## config.mk

```make
export PLATFORM = sky130hd
export DESIGN_NAME = mdu_hilo
export DESIGN_NICKNAME = d
export VERILOG_FILES = /design/src/rtl/mdu_pkg.sv /design/src/rtl/mdu_ctrl.sv /design/src/rtl/mdu_dp.sv /design/src/rtl/mdu_hilo.sv
export SDC_FILE = /design/constraint.sdc
export NUM_CORES = 1
export LEC_CHECK = 0
export BUFFER_PORTS_ARGS = -buffer_cell sky130_fd_sc_hd__buf_2
export CAP_MARGIN = 20
export CORE_MARGIN = 2
export CORE_UTILIZATION = 35
export CTS_CLUSTER_DIAMETER = 100
export CTS_CLUSTER_SIZE = 40
export DETAILED_ROUTE_END_ITERATION = 16
export HOLD_SLACK_MARGIN = 0.15
export PLACE_DENSITY_LB_ADDON = 0.05
export SKIP_LAST_GASP = 1
export SYNTH_ARGS = -nofsm -noshare
export SYNTH_HDL_FRONTEND = slang
export SYNTH_SLANG_ARGS = --single-unit
```

## constraint.sdc

```tcl
create_clock -name clk -period 8.95 [get_ports clk]
set_input_delay 0.4475 -clock clk [delete_from_list [all_inputs] [get_ports clk]]
set_output_delay 0.4475 -clock clk [all_outputs]
set_load 0.02 [all_outputs]
```

## src/rtl/mdu_pkg.sv

```systemverilog
package mdu_pkg;

  typedef enum logic [2:0] {
    OP_MULS = 3'd0,
    OP_MULU = 3'd1,
    OP_DIVS = 3'd2,
    OP_DIVU = 3'd3,
    OP_WRHI = 3'd4,
    OP_WRLO = 3'd5
  } mdu_op_e;

  typedef struct packed {
    logic load;
    logic step;
    logic fin;
    logic wrHi;
    logic wrLo;
  } mdu_strobe_t;

endpackage

```

## src/rtl/mdu_ctrl.sv

```systemverilog
module mdu_ctrl
  import mdu_pkg::*;
#(
  parameter int W = 32
) (
  input  logic        clk,
  input  logic        rstN,
  input  logic        cmdValid,
  input  logic [2:0]  cmdOp,
  output logic        busy,
  output mdu_strobe_t strb
);
  localparam int CW = $clog2(W);

  typedef enum logic [1:0] {S_IDLE, S_RUN, S_FIX} state_e;

  state_e        state;
  logic [CW-1:0] iterCnt;

  always_comb begin
    strb = '0;
    unique case (state)
      S_IDLE: begin
        if (cmdValid) begin
          case (cmdOp)
            OP_MULS, OP_MULU, OP_DIVS, OP_DIVU: strb.load = 1'b1;
            OP_WRHI:                            strb.wrHi = 1'b1;
            OP_WRLO:                            strb.wrLo = 1'b1;
            default: ;
          endcase
        end
      end
      S_RUN:   strb.step = 1'b1;
      S_FIX:   strb.fin  = 1'b1;
      default: ;
    endcase
  end

  always_ff @(posedge clk or negedge rstN) begin
    if (!rstN) begin
      state   <= S_IDLE;
      iterCnt <= '0;
    end else begin
      unique case (state)
        S_IDLE: if (strb.load) begin
          state   <= S_RUN;
          iterCnt <= '0;
        end
        S_RUN: begin
          if (iterCnt == CW'(W - 1)) state <= S_FIX;
          iterCnt <= iterCnt + 1'b1;
        end
        S_FIX:   state <= S_IDLE;
        default: state <= S_IDLE;
      endcase
    end
  end

  assign busy = (state != S_IDLE);

endmodule

```

## src/rtl/mdu_dp.sv

```systemverilog
module mdu_dp
  import mdu_pkg::*;
#(
  parameter int W = 32
) (
  input  logic         clk,
  input  logic         rstN,
  input  mdu_strobe_t  strb,
  input  logic [2:0]   cmdOp,
  input  logic [W-1:0] opA,
  input  logic [W-1:0] opB,
  output logic [W-1:0] hiOut,
  output logic [W-1:0] loOut
);
  localparam int DW = 2 * W;

  logic [W-1:0] hiReg, loReg;
  logic [W-1:0] hiW, loW, mReg;
  logic         isDiv, negQ, negR;

  logic         inDiv, inSgn;
  logic [W-1:0] magA, magB;

  always_comb begin
    inDiv = (cmdOp == OP_DIVS) || (cmdOp == OP_DIVU);
    inSgn = (cmdOp == OP_DIVS) || (cmdOp == OP_MULS);
    magA  = (inSgn && opA[W-1]) ? -opA : opA;
    magB  = (inSgn && opB[W-1]) ? -opB : opB;
  end

  // one iteration of each loop
  logic [W:0]    mulSum;
  logic [W:0]    divShift;
  logic [W+1:0]  divDiff;
  logic          divOk;
  logic [DW-1:0] fullProd, signedProd;

  always_comb begin
    mulSum     = {1'b0, hiW} + (loW[0] ? {1'b0, mReg} : '0);
    divShift   = {hiW, loW[W-1]};
    divDiff    = {1'b0, divShift} - {2'b0, mReg};
    divOk      = ~divDiff[W+1];
    fullProd   = {hiW, loW};
    signedProd = negQ ? -fullProd : fullProd;
  end

  always_ff @(posedge clk or negedge rstN) begin
    if (!rstN) begin
      hiReg <= '0; loReg <= '0;
      hiW   <= '0; loW   <= '0; mReg <= '0;
      isDiv <= 1'b0; negQ <= 1'b0; negR <= 1'b0;
    end else begin
      if (strb.load) begin
        isDiv <= inDiv;
        negQ  <= inSgn && (opA[W-1] ^ opB[W-1]);
        negR  <= inSgn && inDiv && opA[W-1];
        hiW   <= '0;
        mReg  <= inDiv ? magB : magA;
        loW   <= inDiv ? magA : magB;
      end
      if (strb.step) begin
        if (isDiv) begin
          hiW <= divOk ? divDiff[W-1:0] : divShift[W-1:0];
          loW <= {loW[W-2:0], divOk};
        end else begin
          {hiW, loW} <= {mulSum, loW[W-1:1]};
        end
      end
      if (strb.fin) begin
        if (isDiv) begin
          loReg <= negQ ? -loW : loW;
          hiReg <= negR ? -hiW : hiW;
        end else begin
          hiReg <= signedProd[DW-1:W];
          loReg <= signedProd[W-1:0];
        end
      end
      if (strb.wrHi) hiReg <= opA;
      if (strb.wrLo) loReg <= opA;
    end
  end

  assign hiOut = hiReg;
  assign loOut = loReg;

endmodule

```

## src/rtl/mdu_hilo.sv

```systemverilog
module mdu_hilo
  import mdu_pkg::*;
#(
  parameter int W = 32
) (
  input  logic         clk,
  input  logic         rstN,
  input  logic         cmdValid,
  input  logic [2:0]   cmdOp,
  input  logic [W-1:0] opA,
  input  logic [W-1:0] opB,
  output logic         busy,
  input  logic         rdReq,
  input  logic         rdSel,
  output logic         rdValid,
  output logic [W-1:0] rdData
);
  mdu_strobe_t  strb;
  logic [W-1:0] hiVal, loVal;

  mdu_ctrl #(.W(W)) u_ctrl (
    .clk(clk), .rstN(rstN), .cmdValid(cmdValid), .cmdOp(cmdOp),
    .busy(busy), .strb(strb)
  );

  mdu_dp #(.W(W)) u_dp (
    .clk(clk), .rstN(rstN), .strb(strb), .cmdOp(cmdOp),
    .opA(opA), .opB(opB), .hiOut(hiVal), .loOut(loVal)
  );

  assign rdValid = rdReq && !busy;
  assign rdData  = rdSel ? hiVal : loVal;

endmodule

```

# Word-level counts from Yosys, hierarchy flattened
# Index checks and enable logic that the tools add are counted.
# W data, S select, Z words.
dict set report totals {
  regBits 170
  inputBits 72
  wordCells 85
}
dict set report classes {
  n_addsub 8
  eq_ne 10
  muxes 36
  n_bitwise 2
  n_reduce_logical 19
}
# operator count
set op_table {}
lappend op_table {{$mux W32} 21}
lappend op_table {{$neg A32 Y32} 4}
lappend op_table {{$mux W64} 1}
lappend op_table {{$neg A64 Y64} 1}
lappend op_table {{$sub A33 B32 Y34} 1}
lappend op_table {{$add A32 B33 Y33} 1}
lappend op_table {{$pmux W5 S2} 1}
lappend op_table {{$reduce_bool A2 Y1} 5}
lappend op_table {{$mux W2} 4}
lappend op_table {{$mux W1} 7}
lappend op_table {{$eq A3 B2 Y1 const B} 2}
lappend op_table {{$eq A3 B3 Y1 const B} 2}
lappend op_table {{$logic_and A1 B1 Y1} 6}
lappend op_table {{$add A5 B1 Y5 const B} 1}
lappend op_table {{$eq A5 B5 Y1 const B} 1}
lappend op_table {{$mux W5} 1}
lappend op_table {{$pmux W2 S2} 1}
lappend op_table {{$reduce_and A2 Y1} 2}
lappend op_table {{$reduce_or A4 Y1} 1}
lappend op_table {{$eq A3 B1 Y1 const B} 1}
lappend op_table {{$logic_not A3 Y1} 1}
lappend op_table {{$eq A2 B1 Y1 const B} 1}
lappend op_table {{$eq A2 B2 Y1 const B} 1}
lappend op_table {{$logic_not A2 Y1} 1}
lappend op_table {{other kinds (6)} 7}

# Logic depth before layout (Yosys ltp)
# Gate-level depths: netlist (run 1).
dict set report depth {
  ltp_word 7
  depth_mapped 14
  ltp_nobuf 13
}

# Cells and area by module
# From an unflattened synthesis (run 1), not the netlist that was laid out.
dict set report hier_totals {
  hier_cells 1982
  hier_area_um2 15567.4
}
# module instances cells_per_inst area_each_um2 seq_area_each_um2
set modules_own_cells {}
lappend modules_own_cells {mdu_dp 1 1911 14644.0 4078.9}
lappend modules_own_cells {mdu_hilo 1 37 550.5 0.0}
lappend modules_own_cells {mdu_ctrl 1 34 372.9 175.2}

# Least setup slack after synthesis (run 1)
# OpenSTA, ideal clock, no wires.
dict set report synth_timing {
  kind {register to register}
  from {register u_dp.hiW[23]}
  to {register u_dp.hiW[16]}
  t_arrival_ns 2.999
  required_time_ns 8.818
  setup_slack_ns 5.819
  stages_incl_launch_ff 12
  path_cell_list {dfrtp_1 -> ha_1 -> a21oi_1 -> o211ai_1 -> a22o_1 -> a2111oi_0 -> o31ai_1 -> nor2_1 -> buf_2 -> buf_4 -> mux2i_1 -> o21ai_1}
}
dict set report synth_between {
  elab_chain_cells 4
}
# item line
set synth_lines {}
lappend synth_lines {{start, declared} mdu_dp.sv:18} ;# logic [W-1:0] hiW, loW, mReg;
lappend synth_lines {{start signal, assigned} mdu_dp.sv:63} ;# hiW <= divOk ? divDiff[W-1:0] : divShift[W-1:0];
lappend synth_lines {{start signal, assigned} mdu_dp.sv:66} ;# {hiW, loW} <= {mulSum, loW[W-1:1]};
lappend synth_lines {{$sub A33 B32 Y34} mdu_dp.sv:41} ;# divDiff = {1'b0, divShift} - {2'b0, mReg};
lappend synth_lines {{$mux W32} mdu_dp.sv:63}
lappend synth_lines {{$mux W32} mdu_dp.sv:62} ;# if (isDiv) begin
lappend synth_lines {{$mux W32} mdu_dp.sv:61} ;# if (strb.step) begin
# Every way passes these cells.
# A chain may end at the register's enable or synchronous reset.

# Final worst setup path (run 1)
dict set report layout_timing {
  from {register u_dp.hiW[11]}
  to {register u_dp.hiW[4]}
}
# Same word-level chain as after synthesis.

==> results of run 1 <==
## per-stage QoR
stage	hold slack, ns	total power [mW]	worst slack, ns
finish	0.2439	7.463	4.873
global route	0.2398	8.056	4.607
CTS	0.2243	7.430	4.899
detailed placement	0.4724	6.647	4.925
global placement	0.4669	6.671	4.922
floorplan	0.1519	5.059	5.819
## power groups by stage
stage	Clock, mW	Sequential (mW)	Combinational, mW
detailed placement	0	1.67	4.98
global placement	0	1.66	5.01
global route	0.800	1.72	5.53
floorplan	0	1.39	3.66
CTS	0.768	1.66	5.00
finish	0.746	1.68	5.03
## flip-flops by register name, indices dropped and copies added, names as in the netlist
name,count
u_dp.hiW,32
u_dp.loOut,32
u_ctrl.state,2
u_dp.isDiv,1
u_dp.hiOut,32
u_dp.negQ,1
u_dp.loW,32
u_dp.mReg,32
u_dp.negR,1
u_ctrl.iterCnt,5
## cell families (layout without fill, tap and decap cells)
group                      count (synthesis)  in the layout  synth area share, %
AOI/OAI and AO/OA                        683            683                28.39
and+or+nand+nor                          579            579                18.21
buffers and inverters                    181            215                4.488
DFF                                      170            170                27.85
xor gates and xnor gates                 165            165                9.459
muxes                                     81             81                5.602
adders and majority gates                 72             72                5.995
## worst max-delay path, delay by kind of cell (launching register included)
| family | cells | cell delay (ns) |
|---|---|---|
| and+or+nand+nor | 3 | 1.28 |
| adders and majority gates | 1 | 0.40 |
| muxes | 1 | 0.38 |
| DFF | 1 | 0.71 |
| AOI/OAI and AO/OA | 4 | 0.68 |
| buffers and inverters | 1 | 0.45 |
## cell usage in the layout (no fill, tap or decap), types with 11 or more instances in the layout
cell / synthesis / layout
o21ai_1: 77 / 77
xnor2_1: 71 / 71
nor2_1: 172 / 168
dfrtp_1: 170 / 169
buf_2: 2 / 104
inv_1: 56 / 56
nand3_1: 42 / 41
o21ai_0: 139 / 139
nor4_1: 20 / 19
mux2i_1: 45 / 45
or3_1: 21 / 21
or4_1: 12 / 12
xor2_1: 94 / 94
o211ai_1: 39 / 39
buf_4: 1 / 22
nor3_1: 41 / 41
a31oi_1: 21 / 21
ha_1: 70 / 70
o31ai_1: 29 / 29
clkbuf_16: 0 / 17
a22oi_1: 74 / 74
a211oi_1: 33 / 33
nand2b_1: 18 / 16
a21oi_1: 136 / 136
nand2_1: 163 / 162
o21a_1: 12 / 12
nor2b_1: 16 / 14
o22ai_1: 11 / 11
and2_1: 12 / 12
o41ai_1: 11 / 11
a21o_1: 26 / 26
mux2_2: 36 / 36
nand4_1: 13 / 13
## worst paths after layout
check / from / endpoint
setup reg to reg: u_dp.hiW[11] / u_dp.hiW[4]
setup / recovery: u_dp.hiW[11] / u_dp.hiW[4]
hold / removal: cmdOp[0] / u_dp.negR
min in group asynchronous: rstN / u_dp.hiOut[7]
max in group asynchronous: rstN / u_dp.hiW[30]
hold reg to reg: u_dp.loOut[11] / u_dp.loOut[11]
## metal layers
| metal | up-vias | part of all wire, % |
|---|---|---|
| met5 | - | 0 |
| met4 | 0 | 2.6 |
| met3 | 72 | 5.8 |
| met2 | 521 | 44 |
| met1 | 7364 | 48 |
| li1 | 7160 | - |
## layout make-up
cell class | count | area, um^2
clock buffer | 24 | 471.7
clock inverter | 6 | 67.56
fill | 4541 | 26220
inverter | 57 | 214.0
multi-input combinational | 1580 | 10410
sequential | 170 | 4258
tap | 585 | 732.0
timing repair buffer | 128 | 709.4
## what timing repair did
action / in CTS / in global routing
gates resized for setup: 0 / 0
endpoints found under the hold margin: 57 / 0
hold buffers: 1 / 0
==> metrics.md, run 1 <==
| Metric | Value |
|---|---|
| Count of final max-slew check failures | `0` |
| Maximum clock path buffer count | `2` |
| Cell breakdown of the critical path | `ha_1 > a21o_1 > or2_2 > nor3_1 > o31ai_2 > nor2_4 > buf_4 > mux2_2 > a21oi_1 > o21ai_1` |
| DRC viols | `0` |
| HPWL Detailed | `49.02 mm` |
| Share of layout cells above drive strength 1 | `11.45%` |
| Finished Layout Cells | `roughly 2.6k` |
| TNS Setup | `0 ns` |
| DRT Pass-1 Iters | `7` |
| YS warnings | `0` |
| # Max-Cap Violations | `0` |
| Unique masters post-synth | `82` |
| Vias in the first global route | `14.20k` |
| Largest net degree at the start of global routing | `78` |
| GR Util met2 | `between 40% and 50%` |
| Ys async rst share | `100.0%` |
| R2R depth | `10` |
| Final Skew | `0.01050 ns` |
| CTS tree | `built` |
| Setup crit start kind | `flip-flop` |
| Final min period | `4.077 ns` |
| Clock Latency Late Sink | `0.50 ns` |
| Final Setup Violations | `0` |
| Starting density of the core | `35.47%` |
| Final Wtd Congestion | `around 0.93` |
| IO Pins | `106` |
| #FFs+latches synth | `170` |
| Area grow syn2layout | `10.36%` |
| Crit. End Element | `flip-flop` |
| Main area contributors after synthesis | `dfrtp_1, ha_1, xor2_1, o21ai_0, a21oi_1` |
| Via count of the routed design | `between 15k and 20k` |
| Internal | `about 3.5 mW` |
| Global route total overflow | `0` |
| Most Crowded Layer GR | `met2` |
| Switching fraction of total power | `53.40%` |
| Global-route usage over all layers | `28.83%` |
| RSZ-0062 raised after global routing | `no` |
| Design Area, Final | `0.01686 mm^2` |
| DP Area | `0.01631 mm^2` |
| Die Y | `212.9 um` |
| Number of flops mapped to enable cells by yosys | `0` |
| Critical-path top delay cell | `dfrtp_1` |
| Lkg Pwr | `6.959 nW` |
| Antenna Cells | `0` |
| Nets | `2098` |
| CTS Sinks | `170` |
| PortBufs | `between 100 and 150` |
| Reg power frac | `a little under a quarter` |
| Clock transition at path regs | `0.07 ns` |
| Worst path max stage delay | `approximately 0.7 ns` |
| Synth Instances | `1931` |
| Register area share after synthesis | `27.85%` |
| Peak VDD IR | `around 0.19 mV` |
| Met3 GRT Util | `4.868%` |
| Critical Path RT | `9.30 ns` |
| Final Hold Viols | `0` |
| Comb pwr share | `67.4%` |
| Most common flop cell mapped by yosys | `dfrtp_1` |
| Mean post-synth cell area | `between 7 and 8 um^2` |
| Die area | `0.04534 mm^2` |
| Run status | `finished clean` |
| Net count after synthesis | `a little over 2k` |
| Clock power share | `10.0%` |
| Syn Std Cell Area | `between 0.015 and 0.02 mm^2` |
| CTS root buf | `clkbuf_16` |
| Critical path class | `flip-flop to flip-flop` |
| M1 GR Usage | `41.49%` |
| CTS Buf Count | `17` |
| CORE AREA | `about 0.043 mm^2` |
| First-pass GRT wire length | `95.26 mm` |
| DIE WIDTH | `roughly 210 um` |
| Placed insts | `2519` |
| # rows | `76` |
| DR vias/cell | `5.928` |
| Final Util | `39.14%` |
| Worst Path Max Fanout | `29` |
| Crit path arrival time | `roughly 4.4 ns` |
| Most common cell in the netlist | `nor2_1` |
| Postcts setup bufs | `0` |
| Final ANT Viol Nets | `0` |
| Switching pwr | `between 3 and 4 mW` |
| Hold Crit Class | `primary input to flip-flop` |
| Worst slew pin tran | `~1.0 ns` |
| Tcrit/Tclk final | `45.55%` |
| Initial DRC Count | `approximately 1.4k` |
| DRT Wirelength | `64.19 mm` |
| Reg2Reg Setup Slack | `around 5 ns` |
| Hold path depth | `2` |
| Yosys top cell area share | `27.85%` |
| Fmax | `245.3 MHz` |
| Htree depth | `4` |
| Most area-hungry cell type in the Yosys netlist | `dfrtp_1` |
| Relative slew slack | `29.88%` |
| DR WL/cell | `25.17 um` |
| Pwr/cell area | `about 440 mW/mm^2` |
| Post-synth top cells | `nor2_1, dfrtp_1, nand2_1` |
| Initial antenna violation count | `1` |
No activity file was read; power rests on OpenSTA's default activity.
==> run 2: changes to the inputs <==
==> constraint.sdc (replaced) <==
create_clock -name clk -period 3.95 [get_ports clk]
set_input_delay 0.1975 -clock clk [delete_from_list [all_inputs] [get_ports clk]]
set_output_delay 0.1975 -clock clk [all_outputs]
set_load 0.02 [all_outputs]
==> run 2 against run 1 <==
Net effect: clock-buffer cell count down 2; first-iteration DRC count up 8.6%; register-to-register slack worse by 4.5 ns; setup slack worse by 4.5 ns; critical path depth up 2; worst hold slack worse by 0.061 ns; critical path type unchanged; highest routed layer unchanged.
==> metrics.md, run 2 (synthesis results as in run 1) <==
| Metric | Value |
|---|---|
| Tcrit/Tclk final | `91.04% (+45 points)` |
| Area grow syn2layout | `16.35%` |
| Crit path arrival time | `3.99 ns (-0.44 ns)` |
| # rows | `76 (unchanged)` |
| DIE WIDTH | `212.9 um (unchanged)` |
| Die area | `0.04534 mm^2 (unchanged)` |
| Peak VDD IR | `0.4510 mV (+140%)` |
| Pre-CTS setup slack | `0.3968 ns (-4.528 ns)` |
| Vias in the first global route | `15.00k (+5.6%)` |
| HPWL Detailed | `51.03 mm (+4.1%)` |
| Largest net degree at the start of global routing | `97 (+24%)` |
| Worst Path Max Fanout | `13 (-55%)` |
| # Max-Cap Violations | `0 (unchanged)` |
| Final Wtd Congestion | `0.9304 (-0.29%)` |
| Hold Crit Class | `primary input to flip-flop` |
| Htree depth | `4 (unchanged)` |
| Setup crit start kind | `flip-flop` |
| DRC viols | `0 (unchanged)` |
| Final Util | `41.26% (+2.1 points)` |
| Pwr/cell area | `995.0 mW/mm^2 (+120%)` |
| Run status | `finished clean` |
| Count of final max-slew check failures | `0 (unchanged)` |
| Commonest non-fill, non-tap cell in the layout | `dfrtp_1` |
| TNS Setup | `0 ns (unchanged)` |
| Critical path class | `flip-flop to flip-flop` |
| WP buf/inv | `1 (unchanged)` |
| Nets | `2193 (+4.5%)` |
| DR vias/cell | `5.904 (-0.41%)` |
| Relative slew slack | `28.35% (-1.5 points)` |
| First-pass GRT wire length | `98.81 mm (+3.7%)` |
| CP top delay family | `compound AO/OA/AOI/OAI gates` |
| Crit. End Element | `flip-flop` |
| Critical Path RT | `4.34 ns (-4.96 ns)` |
| CTS Buf Count | `17 (unchanged)` |
| Global-route usage over all layers | `29.83% (+1.0 points)` |
| Global route total overflow | `0 (unchanged)` |
| Filler cells | `4468 (-1.6%)` |
| RSZ-0062 raised after global routing | `no` |
| Via count of the routed design | `15.64k (+3.5%)` |
| DR WL/cell | `25.04 um (-0.51%)` |
| IO Pins | `106 (unchanged)` |
| CORE AREA | `0.04308 mm^2 (unchanged)` |
| Hold Buf Count CTS | `41 (+40)` |
| Final ANT Viol Nets | `0 (unchanged)` |
| Cell breakdown of the critical path | `clkinv_1 > nor2_1 > ha_1 > a21o_1 > a211o_1 > o21ai_1 > a21oi_1 > o21ai_1 > a21oi_1 > o31ai_1 > o211ai_1 > a22o_1` |
| Share of layout cells above drive strength 1 | `13.92% (+2.5 points)` |
| DRT Pass-1 Iters | `6 (-1)` |
| Clock transition at path regs | `0.07 ns (about the same)` |
| Final Hold Viols | `0 (unchanged)` |
| DP Area | `0.01676 mm^2 (+2.8%)` |
| Maximum clock path buffer count | `2 (unchanged)` |
| Fmax | `278.1 MHz (+13%)` |
| Final Setup Violations | `0 (unchanged)` |
| Postcts setup bufs | `0 (unchanged)` |
| Placed insts | `2574 (+2.2%)` |
| Finished Layout Cells | `2649 (+3.9%)` |
| Lkg Pwr | `7.440 nW (+6.9%)` |
| Multi-input gate area | `0.01041 mm^2 (unchanged)` |
| Register area | `0.004258 mm^2 (unchanged)` |
| Initial DRC Count | `1484 (+8.6%)` |
| Die Y | `212.9 um (unchanged)` |
| CTS root buf | `clkbuf_16` |
| Resized cells post-CTS | `0 (unchanged)` |
| Commonest cells after routing, fill and taps aside | `dfrtp_1, nor2_1, nand2_1, o21ai_0, a21oi_1` |
| CTS tree | `built` |
| Design Area, Final | `0.01777 mm^2 (+5.4%)` |
| Final min period | `3.596 ns (-0.4808 ns)` |
| Fin worst setup slack | `0.3539 ns (-4.519 ns)` |
| Clock Latency Late Sink | `0.51 ns (about the same)` |
| DRT Wirelength | `66.34 mm (+3.4%)` |
| Critical-path top delay cell | `dfrtp_1` |
| Starting density of the core | `35.47% (unchanged)` |
| Final Skew | `0.01753 ns (+0.007024 ns)` |
| Initial antenna violation count | `1 (unchanged)` |
| PortBufs | `105 (unchanged)` |
| Worst path max stage delay | `0.45 ns (-0.26 ns)` |
| CTS Sinks | `170 (unchanged)` |
| Worst slew pin tran | `1.071 ns (+0.03019 ns)` |
[run 2: changes by cell type in the layout (fill, tap and decap cells not counted), sizes merged]
cell,change
dlygate4sd3,+40
diode,+2
buf,+55
clkinvlp,+1
clkbuf,-2
inv,+3
[run 2: final timing paths]
path	start	endpoint	slack, ns	cells past startpoint
min in group asynchronous	rstN	u_dp.loOut[8]	0.37	2
max in group asynchronous	rstN	u_dp.hiW[30]	2.72	3
worst min register to register	u_dp.mReg[31]	u_dp.mReg[31]	0.50	2
worst max register to register	u_dp.loW[0]	u_dp.hiW[31]	0.35	12
worst max-delay path	u_dp.loW[0]	u_dp.hiW[31]	0.35	12
worst min-delay path	opB[3]	u_dp.mReg[3]	0.18	5
[run 2: layout make-up]
| type | count | share of cell area (%) |
|---|---|---|
| Clock buffer | 22 | 2.781 |
| Tap cell | 585 | 4.118 |
| Multi-Input combinational cell | 1580 | 58.55 |
| Clock inverter | 10 | 0.5843 |
| Antenna cell | 2 | 0.02816 |
| Timing Repair Buffer | 223 | 8.778 |
| Sequential cell | 170 | 23.95 |
| Inverter | 57 | 1.204 |
[run 2: metrics by stage]
stage          hold WS [ns]  total power [mW]
2_1_floorplan      -0.09809             11.46
3_3_place_gp         0.3679             15.70
3_5_place_dp         0.3664             15.65
4_1_cts              0.1548             17.60
5_1_grt              0.2005             19.03
6_report             0.1828             17.69
[run 2: metal layers]
layer / GRT usage [%] / share of wire [%] / vias to the layer above
met3: 5.030 / 5.5 / 81
li1: - / - / 7352
met1: 42.74 / 48 / 7669
met4: 8.802 / 2.4 / 0
met2: 45.82 / 44 / 538
met5: 0 / 0 / -
[run 2: where the power goes]
group          internal, mW  switching (mW)  leakage, nW
clock network         0.961           0.873        0.288
registers              2.59           0.832         2.06
logic                  4.85            7.58         5.09
total                  8.40            9.29         7.44
[run 2: worst min-delay path: stages]
cell	delay [ns]
buf_2	0.12
xor2_1	0.09
nand2_1	0.07
o211ai_1	0.09
o21ai_0	0.08
